$ cat src/rtl/gpio_bank_pkg.sv
// Shared constants and the address decoder for the GPIO bank.
// Assumes a byte-addressed bus with word-aligned registers.
package gpio_bank_pkg;
    localparam int unsigned BUS_ADDR_W = 8;
    localparam int unsigned BUS_DATA_W = 32;

    localparam logic [BUS_ADDR_W-1:0] OFS_DOUT  = 8'h00;
    localparam logic [BUS_ADDR_W-1:0] OFS_DIR   = 8'h04;
    localparam logic [BUS_ADDR_W-1:0] OFS_BLINK = 8'h08;
    localparam logic [BUS_ADDR_W-1:0] OFS_POL   = 8'h0C;
    localparam logic [BUS_ADDR_W-1:0] OFS_LEVEL = 8'h10;

    typedef enum logic [2:0] {
        SEL_NONE,
        SEL_DOUT,
        SEL_DIR,
        SEL_BLINK,
        SEL_POL,
        SEL_LEVEL
    } reg_sel_e;

    // Maps a byte address to a register select; anything else is unmapped.
    function automatic reg_sel_e decode_addr(input logic [BUS_ADDR_W-1:0] a);
        reg_sel_e s;
        case (a)
            OFS_DOUT:  s = SEL_DOUT;
            OFS_DIR:   s = SEL_DIR;
            OFS_BLINK: s = SEL_BLINK;
            OFS_POL:   s = SEL_POL;
            OFS_LEVEL: s = SEL_LEVEL;
            default:   s = SEL_NONE;
        endcase
        return s;
    endfunction
endpackage

$ cat src/rtl/gpio_sync.sv
// Multi-stage synchronizer for a vector of asynchronous inputs.
// Assumes each bit is independent; no bus coherency is implied.
module gpio_sync #(
    parameter int unsigned WIDTH  = 32,
    parameter int unsigned STAGES = 2
) (
    input  logic             clk,
    input  logic             rst_n,
    input  logic [WIDTH-1:0] din,
    output logic [WIDTH-1:0] dout
);
    logic [STAGES-1:0][WIDTH-1:0] chain_q;

    // Shift the raw inputs through the flop chain.
    always_ff @(posedge clk) begin
        if (!rst_n) begin
            chain_q <= '0;
        end else begin
            chain_q[0] <= din;
            for (int s = 1; s < STAGES; s++) begin
                chain_q[s] <= chain_q[s-1];
            end
        end
    end

    assign dout = chain_q[STAGES-1];
endmodule

$ cat src/rtl/gpio_blink.sv
// Free-running prescaler that produces a square blink phase.
// The phase toggles every HALF_PERIOD cycles and is 0 out of reset.
module gpio_blink #(
    parameter int unsigned HALF_PERIOD = 8
) (
    input  logic clk,
    input  logic rst_n,
    output logic phase
);
    localparam int unsigned CNT_W = (HALF_PERIOD > 1) ? $clog2(HALF_PERIOD) : 1;
    localparam logic [CNT_W-1:0] CNT_LAST = CNT_W'(HALF_PERIOD - 1);

    logic [CNT_W-1:0] cnt_q;
    logic             phase_q;

    // Count one half period and flip the phase at its end.
    always_ff @(posedge clk) begin
        if (!rst_n) begin
            cnt_q   <= '0;
            phase_q <= 1'b0;
        end else if (cnt_q == CNT_LAST) begin
            cnt_q   <= '0;
            phase_q <= ~phase_q;
        end else begin
            cnt_q <= cnt_q + 1'b1;
        end
    end

    assign phase = phase_q;
endmodule

$ cat src/rtl/gpio_regs.sv
// Register file of the GPIO bank: four writable per-line registers and
// a read-only level view, with a registered read port.
// Assumes NUM_LINES <= DATA_W; upper write bits are dropped and upper
// read bits return zero.
module gpio_regs
    import gpio_bank_pkg::*;
#(
    parameter int unsigned NUM_LINES = 32,
    parameter int unsigned DATA_W    = BUS_DATA_W,
    parameter int unsigned ADDR_W    = BUS_ADDR_W
) (
    input  logic                 clk,
    input  logic                 rst_n,
    input  logic                 wr_en,
    input  logic                 rd_en,
    input  logic [ADDR_W-1:0]    addr,
    input  logic [DATA_W-1:0]    wdata,
    input  logic [NUM_LINES-1:0] level,
    output logic [DATA_W-1:0]    rdata,
    output logic [NUM_LINES-1:0] dout_q,
    output logic [NUM_LINES-1:0] dir_q,
    output logic [NUM_LINES-1:0] blink_q,
    output logic [NUM_LINES-1:0] pol_q
);
    reg_sel_e               sel;
    logic [NUM_LINES-1:0]   wline;
    logic [DATA_W-1:0]      rd_mux;

    assign sel   = decode_addr(addr);
    assign wline = wdata[NUM_LINES-1:0];

    // Update the addressed writable register; level view ignores writes.
    always_ff @(posedge clk) begin
        if (!rst_n) begin
            dout_q  <= '0;
            dir_q   <= '1;
            blink_q <= '0;
            pol_q   <= '0;
        end else if (wr_en) begin
            case (sel)
                SEL_DOUT:  dout_q  <= wline;
                SEL_DIR:   dir_q   <= wline;
                SEL_BLINK: blink_q <= wline;
                SEL_POL:   pol_q   <= wline;
                default:   ;
            endcase
        end
    end

    // Select the read value; unmapped offsets give zero.
    always_comb begin
        case (sel)
            SEL_DOUT:  rd_mux = DATA_W'(dout_q);
            SEL_DIR:   rd_mux = DATA_W'(dir_q);
            SEL_BLINK: rd_mux = DATA_W'(blink_q);
            SEL_POL:   rd_mux = DATA_W'(pol_q);
            SEL_LEVEL: rd_mux = DATA_W'(level);
            default:   rd_mux = '0;
        endcase
    end

    // Capture read data on a read strobe and hold it otherwise.
    always_ff @(posedge clk) begin
        if (!rst_n) begin
            rdata <= '0;
        end else if (rd_en) begin
            rdata <= rd_mux;
        end
    end
endmodule

$ cat src/rtl/gpio_bank.sv
// GPIO bank top: synchronizes pad inputs, applies per-line polarity,
// drives pads from output data with optional blinking, and exposes
// the registers on a simple bus.
// Assumes pads are bidirectional cells driven by pin_out/pin_oe.
module gpio_bank
    import gpio_bank_pkg::*;
#(
    parameter int unsigned NUM_LINES   = 32,
    parameter int unsigned SYNC_STAGES = 2,
    parameter int unsigned BLINK_HALF  = 8
) (
    input  logic                  clk,
    input  logic                  rst_n,
    input  logic                  bus_wr_en,
    input  logic                  bus_rd_en,
    input  logic [BUS_ADDR_W-1:0] bus_addr,
    input  logic [BUS_DATA_W-1:0] bus_wdata,
    output logic [BUS_DATA_W-1:0] bus_rdata,
    input  logic [NUM_LINES-1:0]  pin_in,
    output logic [NUM_LINES-1:0]  pin_out,
    output logic [NUM_LINES-1:0]  pin_oe,
    output logic [NUM_LINES-1:0]  line_level
);
    logic [NUM_LINES-1:0] sync_lvl;
    logic [NUM_LINES-1:0] dout_q;
    logic [NUM_LINES-1:0] dir_q;
    logic [NUM_LINES-1:0] blink_q;
    logic [NUM_LINES-1:0] pol_q;
    logic                 blink_phase;

    gpio_sync #(
        .WIDTH  (NUM_LINES),
        .STAGES (SYNC_STAGES)
    ) u_sync (
        .clk   (clk),
        .rst_n (rst_n),
        .din   (pin_in),
        .dout  (sync_lvl)
    );

    gpio_blink #(
        .HALF_PERIOD (BLINK_HALF)
    ) u_blink (
        .clk   (clk),
        .rst_n (rst_n),
        .phase (blink_phase)
    );

    gpio_regs #(
        .NUM_LINES (NUM_LINES),
        .DATA_W    (BUS_DATA_W),
        .ADDR_W    (BUS_ADDR_W)
    ) u_regs (
        .clk     (clk),
        .rst_n   (rst_n),
        .wr_en   (bus_wr_en),
        .rd_en   (bus_rd_en),
        .addr    (bus_addr),
        .wdata   (bus_wdata),
        .level   (line_level),
        .rdata   (bus_rdata),
        .dout_q  (dout_q),
        .dir_q   (dir_q),
        .blink_q (blink_q),
        .pol_q   (pol_q)
    );

    // Per-line pad drive: polarity fix on input, blink gating on output.
    for (genvar i = 0; i < NUM_LINES; i++) begin : g_line
        assign line_level[i] = sync_lvl[i] ^ pol_q[i];
        assign pin_out[i]    = dout_q[i] & ~(blink_q[i] & blink_phase);
        assign pin_oe[i]     = ~dir_q[i];
    end
endmodule

$ cat config.mk
export PLATFORM = sky130hd
export DESIGN_NAME = gpio_bank
export DESIGN_NICKNAME = d
export VERILOG_FILES = /design/src/rtl/gpio_bank_pkg.sv /design/src/rtl/gpio_sync.sv /design/src/rtl/gpio_blink.sv /design/src/rtl/gpio_regs.sv /design/src/rtl/gpio_bank.sv
export SDC_FILE = /design/constraint.sdc
export NUM_CORES = 1
export LEC_CHECK = 0
export ABC_AREA = 1
export CAP_MARGIN = 20
export CORE_ASPECT_RATIO = 0.8
export CORE_UTILIZATION = 47
export DETAILED_ROUTE_END_ITERATION = 16
export GPL_TIMING_DRIVEN = 1
export PLACE_DENSITY = 0.81
export SETUP_SLACK_MARGIN = 0.4
export SLEW_MARGIN = 20
export SYNTH_ARGS = -nofsm -noshare
export SYNTH_HDL_FRONTEND = slang
export SYNTH_HIERARCHICAL = 1
export SYNTH_SLANG_ARGS = --single-unit
$ cat constraint.sdc
create_clock -name clk -period 1.2 [get_ports clk]
set_input_delay 0.12 -clock clk [delete_from_list [all_inputs] [get_ports clk]]
set_output_delay 0.12 -clock clk [all_outputs]
set_load 0.1 [all_outputs]
==> results of run 1 <==
cells in the mapped netlist:
cell / n
buf_1: 1
nor2_1: 10
buf_2: 36
o211ai_2: 30
buf_4: 40
ha_1: 2
inv_1: 236
clkinv_2: 1
dfxtp_1: 228
nor2_4: 4
clkinv_1: 1
nand3_1: 160
o211ai_1: 2
nand2_2: 5
nor2_8: 1
buf_6: 18
nand2_1: 302
inv_2: 3
clkbuf_1: 22
nor2_2: 5
o21bai_1: 2
o21ai_0: 41
o21ai_1: 84
a21oi_1: 161
nand3_4: 1
through the flow:
| stage | instance area (sq um) | worst slack (ps) | TNS (ps) | cells |
|---|---|---|---|---|
| floorplan | 12280 | -40.41 | -990.0 | 1396 |
| global placement | 15640 | -594.8 | -83560 | 1801 |
| detailed placement | 15640 | -650.5 | -90430 | 1801 |
| CTS | 19770 | -400.4 | -16980 | 2026 |
cell families after synthesis:
logic type	count (synthesis)	share of synthesized area, %
AO/OA/AOI/OAI	320	17.97
flip-flops	228	44.67
AND/OR/NAND/NOR	488	20.72
adder cells (fa/ha/maj)	2	0.2448
buffers and inverters	358	16.40
timing repair:
action / in CTS
endpoints found under the setup margin: 292
hold buffers: 0
pin swaps: 184
gates cloned: 34
buffers inserted: 147
endpoints found under the hold margin: 0
resized for setup: 425
==> summary.md, run 1 <==
| Metric | Value |
|---|---|
| Num CTS Buffers | 24 |
| Main area contributors after synthesis | dfxtp_1 45%, nand2_1 11%, inv_1 8.7%, a21oi_1 7.9%, nand3_1 7.8% |
| Stopped at | global routing (5_1_grt) |
| Synth top area share | 44.67% |
| Starting density of the core | 48.67% |
| Ys Warns | 6 |
| Root buf cell | clkbuf_16 |
| Post-Syn Area | 0.01022 sq mm |
| Syn nets | 1474 |
| Routability cong. | 0.8233 |
| Die Y | ~130 microns |
| Avg Inst Size Synth | about 7.3 sq um |
| Ports | 204 |
| Synth area leader | dfxtp_1 |
| H-tree Lvls | 1 |
| Status | did not finish |
| Post-synthesis cell count | 1396 |
| Synthesized flop and latch total | between 200 and 250 |
| Largest net degree at the start of global routing | 74 |
| Register area share after synthesis | 44.67% |
| Error msg | [ERROR DPL-0038] Utilization greater than 100%, impossible to legalize |
| Num rows | 47 |
| Clock Tree Buf Depth | 3 |
| Synth cell types | 25 |
| Hpwl dp | 22400 microns |
| Worst_ep grt | pin_out[11] |
| CTS Sinks | about 230 |
| Die width | 166.9 microns |
| Worst endpoint type | primary output |
| PortBufs | 203 |
==> inputs of run 2 (changes only) <==
--- a/config.mk
+++ b/config.mk
@@ -7,12 +7,10 @@
 export LEC_CHECK = 0
 export ABC_AREA = 1
 export CAP_MARGIN = 20
-export CORE_ASPECT_RATIO = 0.8
-export CORE_UTILIZATION = 47
+export CORE_UTILIZATION = 40
 export DETAILED_ROUTE_END_ITERATION = 16
 export GPL_TIMING_DRIVEN = 1
-export PLACE_DENSITY = 0.81
-export SETUP_SLACK_MARGIN = 0.4
+export PLACE_DENSITY_LB_ADDON = 0.15
 export SLEW_MARGIN = 20
 export SYNTH_ARGS = -nofsm -noshare
 export SYNTH_HDL_FRONTEND = slang
==> constraint.sdc (replaced) <==
create_clock -name clk -period 1.6 [get_ports clk]
set_input_delay 0.16 -clock clk [delete_from_list [all_inputs] [get_ports clk]]
set_output_delay 0.16 -clock clk [all_outputs]
set_load 0.1 [all_outputs]
==> summary.md, run 2 <==
| Metric | Value |
|---|---|
| Most numerous cell in the Yosys netlist | nand2_1 |
| Worst slew pin tran | 389.2 ps |
| Synth Area in Simple Gates | 20.72% |
| Max Fclk | 609.8 MHz |
| Die width | 161.8 microns |
| Crit path DAT | 1480 ps |
| Hpwl dp | around 20000 microns |
| CP Buf/Inv Count | 2 |
| Pre-CTS WS | -202.8 ps |
| Layout area overhead | 45.66% |
| Clk_skew | roughly 11 ps |
| First-pass GRT wire length | 46560 microns |
| Hold slack | 72.99 ps |
| Slowest cell on the critical path | dfxtp_2 |
| Async set or reset register ratio after synthesis | 0% |
| Critical path startpoint category | register |
| Power per Cell Area | 827.3 mW/mm^2 |
| Largest net degree at the start of global routing | a little under 80 |
| # DRC | 0 |
| Synth top area share | 44.67% |
| Max_slew headroom | about 74% |
| GRT overflow | 0 |
| Most common cell after layout, fill and taps aside | nand2_1 |
| Root buf cell | clkbuf_16 |
| Critical path required time | 1440 ps |
| Total negative setup slack | -216.1 ps |
| Max Cap Violations | 0 |
| Antenna violations before repair | 0 |
| Routed WL | 29320 microns |
| Status | finished with violations |
| Core ar. | 0.02511 sq mm |
| Post-synthesis xor/xnor area fraction | 0% |
| Avg Inst Size Synth | 7.320 sq um |
| Hold Vio Cnt, Final | 0 |
| Hold WC Path Type | in2reg |
| Hold Crit Depth | 3 |
| Detail Route Antenna Nets | 0 |
| Main area contributors after synthesis | dfxtp_1 45%, nand2_1 11%, inv_1 8.7%, a21oi_1 7.9%, nand3_1 7.8% |
| Ports | 204 |
| EDFF count, synth | 0 |
| Synth cell types | 25 |
| Synthesized flop and latch total | 228 |
| Reg2Reg Depth | 7 |
| Setup crit end kind | output pin |
| Main synth FF type | dfxtp_1 |
| LEAKAGE | 6.845 nW |
| Pins Over Slew Limit | 0 |
| Violated checks | negative setup slack |
| CP Cell Sequence | buf_12 > a21oi_4 > buf_12 |
| Num rows | 58 |
| Die Y | between 150 and 200 microns |
| Clock Tree Buf Depth | 3 |
| Vias in the first global route | 8961 |
| Period utilization | 102.5% |
| Antenna diode count | 0 |
| Register area share after synthesis | between 40% and 50% |
| First drt pass iteration count | 5 |
| Starting DRT DRC Count | 490 |
| Layout Nets | approximately 1600 |
| Post-Syn Area | 0.01022 sq mm |
| CTS Sinks | 228 |
| Setup slack after layout | -39.83 ps |
| Critical path's most frequent cell | buf_12 |
| Clk slew on worst S/H paths | 60 ps |
| Synth area leader | dfxtp_1 |
| Vias | 9466 |
| Routability cong. | 0.8137 |
| Crit-path max FO | 14 |
| # Post-CTS Setup Buffers | 0 |
| Final Critical Period | about 1600 ps |
| Power Total | 12.31 mW |
| Ys Warns | 6 |
| Largest family of logic cells by synthesized area | simple AND/OR/NAND/NOR gates |
| Most frequent cells in the layout | 270 x nand2_1, 235 x inv_1, 227 x dfxtp_1, 160 x nand3_1, 152 x buf_12 |
| Crit path kind | reg2out |
| Post-DR vias/cell | around 5.0 |
| H-tree Lvls | 1 |
| Crit-path max cell delay | between 300 and 400 ps |
| Adder-Cell Fraction of Synth Area | less than 1% |
| Syn nets | between 1000 and 1500 |
| Starting density of the core | 40.70% |
| Final core occ | 59.28% |
| Levels on crit path | 3 |
| Routed wire per std cell | 15.47 microns |
| Synth Area in Compound Gates | 17.97% |
| Die footprint | ~0.026 sq mm |
| Cell family with most CP delay | buffers and inverters |
| PortBufs | 203 |
| Worst VDD drop | 0.6552 mV |
| Share of cells above drive strength 1 | 20.70% |
| Post-synth top cells | 302 x nand2_1, 236 x inv_1, 228 x dfxtp_1 |
| Final setup fails | 11 |
| Post-synthesis cell count | 1396 |
| Unrepaired setup endpoints after global routing | true |
| All-Layer GR Usage | between 20 and 25% |
| Num CTS Buffers | 25 |
| Post-synthesis mux area share | 0% |
| Clock Latency Late Sink | between 500 and 600 ps |
| TritonCTS clock tree | done |
## run 2: cell counts after synthesis
No cell type changed its count.
## run 2: metrics by stage
stage	std cells	cell area [sq um]
floorplan	1396	10300
global placement	1855	13880
detailed placement	1855	13880
CTS	1895	14840
global route	1895	14880
finish	1895	14880
## run 2: report_power, final
part,internal (mW),total [mW],switching (mW),leakage [nW]
Sequential,5.77,5.81,0.0359,1.85
Clock,3.15,5.31,2.17,0.372
Combinational,0.448,1.19,0.744,4.62
Total,9.37,12.3,2.95,6.85
## run 2: cells by family (layout without fill, tap and decap cells)
| group | count (synthesis) | after routing |
|---|---|---|
| adder cells (fa/ha/maj) | 2 | 2 |
| flip-flops | 228 | 228 |
| AND/OR/NAND/NOR | 488 | 488 |
| buffers and inverters | 358 | 527 |
| AO/OA/AOI/OAI | 320 | 320 |
## run 2: cell type report
cell class	count	area, sq um
well taps	330	412.9
flip-flops and latches	228	4566
inverters	241	905.9
repair buffers	247	3943
multi-input cells	810	4307
fillers	2297	10220
clock buffers	37	740.7
clock inverters	2	10.01
## run 2: routing by layer
metal,wire (microns),part of all wire [%],global-route usage (%)
met1,12180,42,27.61
met2,14500,49,39.17
met3,1961,6.7,4.341
met4,678,2.3,6.732
met5,0,0,0
## run 2: final timing paths
check | slack [ps] | startpoint | end
setup / recovery | -40 | u_blink/phase | pin_out[31]
hold / removal | 70 | bus_rd_en | u_regs/rdata[31]
setup reg to reg | 430 | u_regs/pol_q[0] | u_regs/rdata[0]
hold reg to reg | 410 | u_sync/chain_q[2] | u_sync/dout[2]
## run 2: repair_timing
| action | 4_1_cts | 5_1_grt |
|---|---|---|
| pin swaps | 0 | 1 |
| gates resized for setup | 40 | 10 |
| setup endpoints to repair | 32 | 32 |
| hold buffers | 1 | 0 |
| endpoints found under the hold margin | 12 | 0 |
## run 2: worst reg2reg max path, cell delays in order (launching register included)
cell and delay [ps]:
dfxtp_1 440, inv_1 70, nand2_1 80, nand2_2 90, nand3_1 120, nand3_1 80
o21ai_1 120, a21oi_1 70
No activity file was read; power rests on OpenSTA's default activity.
==> inputs of run 3 (changes only) <==
--- a/config.mk
+++ b/config.mk
@@ -9,6 +9,7 @@
 export CAP_MARGIN = 20
 export CORE_UTILIZATION = 40
 export DETAILED_ROUTE_END_ITERATION = 16
+export GPL_ROUTABILITY_DRIVEN = 0
 export GPL_TIMING_DRIVEN = 1
 export PLACE_DENSITY_LB_ADDON = 0.15
 export SLEW_MARGIN = 20
@@ -16,3 +17,4 @@
 export SYNTH_HDL_FRONTEND = slang
 export SYNTH_HIERARCHICAL = 1
 export SYNTH_SLANG_ARGS = --single-unit
+export TNS_END_PERCENT = 10
==> summary.md, run 3 (synthesis results as in run 2) <==
| Metric | Value |
|---|---|
| Root buf cell | clkbuf_16 |
| Pre-CTS WS | -207.3 ps |
| Antenna diode count | 0 |
| Hold Crit Start | bus_rd_en |
| Final core occ | 60.00% |
| # DRC | 0 |
| Status | finished with violations |
| Most frequent cells in the layout | 302 x nand2_1, 235 x inv_1, 225 x dfxtp_1, 160 x nand3_1, 151 x buf_12 |
| Crit path kind | reg2out |
| Share of cells above drive strength 1 | 19.00% |
| Hold Vio Cnt, Final | 0 |
| Worst hold endpoint | u_regs/rdata[5] |
| CP Cell Sequence | buf_8 > a21oi_4 > buf_12 |
| CTS Sinks | 228 |
| TritonCTS clock tree | done |
| Most common cell after layout, fill and taps aside | nand2_1 |
| Power per Cell Area | approximately 850 mW/mm^2 |
| Power Total | 12.79 mW |
| Detail Route Antenna Nets | 0 |
| PortBufs | 203 |
| Clock Tree Buf Depth | 3 |
| Ports | 204 |
| Critical path startpoint category | register |
| FF-to-FF Start | u_regs/pol_q[30] |
| Hpwl dp | 20060 microns |
| Pins Over Slew Limit | 0 |
| Crit-path max FO | 7 |
| Clk slew on worst S/H paths | roughly 60 ps |
| H-tree Lvls | 1 |
| Critical path required time | 1440 ps |
| All-Layer GR Usage | 22.63% |
| Max_slew headroom | 72.94% |
| Hold Crit Depth | 4 |
| Reg-to-Reg End | u_regs/rdata[30] |
| Reg2Reg Depth | 7 |
| Antenna violations before repair | 0 |
| Period utilization | 103.7% |
| Die footprint | 0.02619 sq mm |
| Total negative setup slack | -1252 ps |
| Core ar. | 0.02511 sq mm |
| Starting density of the core | approximately two fifths |
| First drt pass iteration count | 5 |
| Layout Nets | 1635 |
| Slowest cell on the critical path | dfxtp_4 |
| LEAKAGE | a little under 7 nW |
| Crit-path max cell delay | 410 ps |
| Post-DR vias/cell | 4.990 |
| Final Critical Period | 1660 ps |
| Worst slew pin tran | 405.3 ps |
| Setup slack after layout | -59.87 ps |
| Die width | 161.8 microns |
| Num CTS Buffers | 26 |
| Fin area | 0.01506 sq mm |
| Violated checks | negative setup slack |
| Die Y | ~160 microns |
| Routed wire per std cell | between 15 and 20 microns |
| Num rows | 58 |
| Largest net degree at the start of global routing | 69 |
| Flop2flop setup slack | roughly 450 ps |
| Starting DRT DRC Count | 578 |
| Crit path DAT | 1500 ps |
| Vias in the first global route | 8954 |
| Placed instance area | approximately 0.014 sq mm |
| Fillcell total | 2241 |
| First-pass GRT wire length | 47420 microns |
| Final setup fails | 32 |
| Worst VDD drop | between 0.6 and 0.7 mV |
| Setup crit end kind | output pin |
| Max Cap Violations | 0 |
| Layout area overhead | 47.42% |
| Vias | between 9000 and 10000 |
| Routed WL | 29890 microns |
| Clock Latency Late Sink | 520 ps |
| Hold WC Path Type | in2reg |
| Clk_skew | 5.543 ps |
| GRT overflow | 0 |
| Unrepaired setup endpoints after global routing | true |
| Max Fclk | 602.5 MHz |
## run 3: worst max-delay path by stage
stage | startpoint | end | slack [ps] | cells past startpoint
after global routing | u_blink/phase | pin_out[30] | -100 | 3
after detailed placement | bus_addr[5] | u_regs/rdata[30] | -210 | 9
after floorplan | u_blink/phase | pin_out[0] | -530 | 2
final | u_blink/phase | pin_out[30] | -60 | 3
after CTS | u_blink/phase | pin_out[7] | -100 | 3
after global placement | bus_addr[1] | u_regs/rdata[0] | -180 | 9
## run 3: layout make-up
class | instances | area [sq um] | share of cell area (%)
Sequential cell | 228 | 4571 | 30.34
Multi-Input combinational cell | 810 | 4343 | 28.83
Timing Repair Buffer | 250 | 4000 | 26.55
Inverter | 241 | 905.9 | 6.013
Clock buffer | 38 | 747.0 | 4.958
Tap cell | 330 | 412.9 | 2.741
Clock inverter | 7 | 85.08 | 0.5648
## run 3: critical path: cells and delay by family, from the launching register on
kind / cells / cell delay (ps)
buf+inv: 2 / 380
flops: 1 / 410
compound gates: 1 / 180
## run 3: metal layers
metal / vias up / track usage, % / wire (microns)
li1: 4719 / - / -
met4: 0 / 8.276 / 905
met3: 68 / 3.958 / 2115
met5: - / 0 / 0
met1: 4388 / 28.38 / 12520
met2: 326 / 38.74 / 14350
## run 3: what timing repair did
item,in CTS,in global routing
endpoints found under the hold margin,7,0
gates cloned,2,0
pin swaps,2,2
setup buffers,3,0
resized for setup,64,5
hold buffers,1,0
endpoints found under the setup margin,28,34
## run 3: per-stage QoR
stage / hold WS (ps) / instances
final: 112.0 / 1904
after global routing: 118.7 / 1904
after CTS: 78.63 / 1904
after detailed placement: 398.1 / 1854
after global placement: 392.8 / 1854
after floorplan: 253.5 / 1396
## run 3: where the power goes
| part | internal, mW | switching [mW] |
|---|---|---|
| sequential | 5.77 | 0.0379 |
| clock | 3.53 | 2.26 |
| combinational | 0.449 | 0.745 |
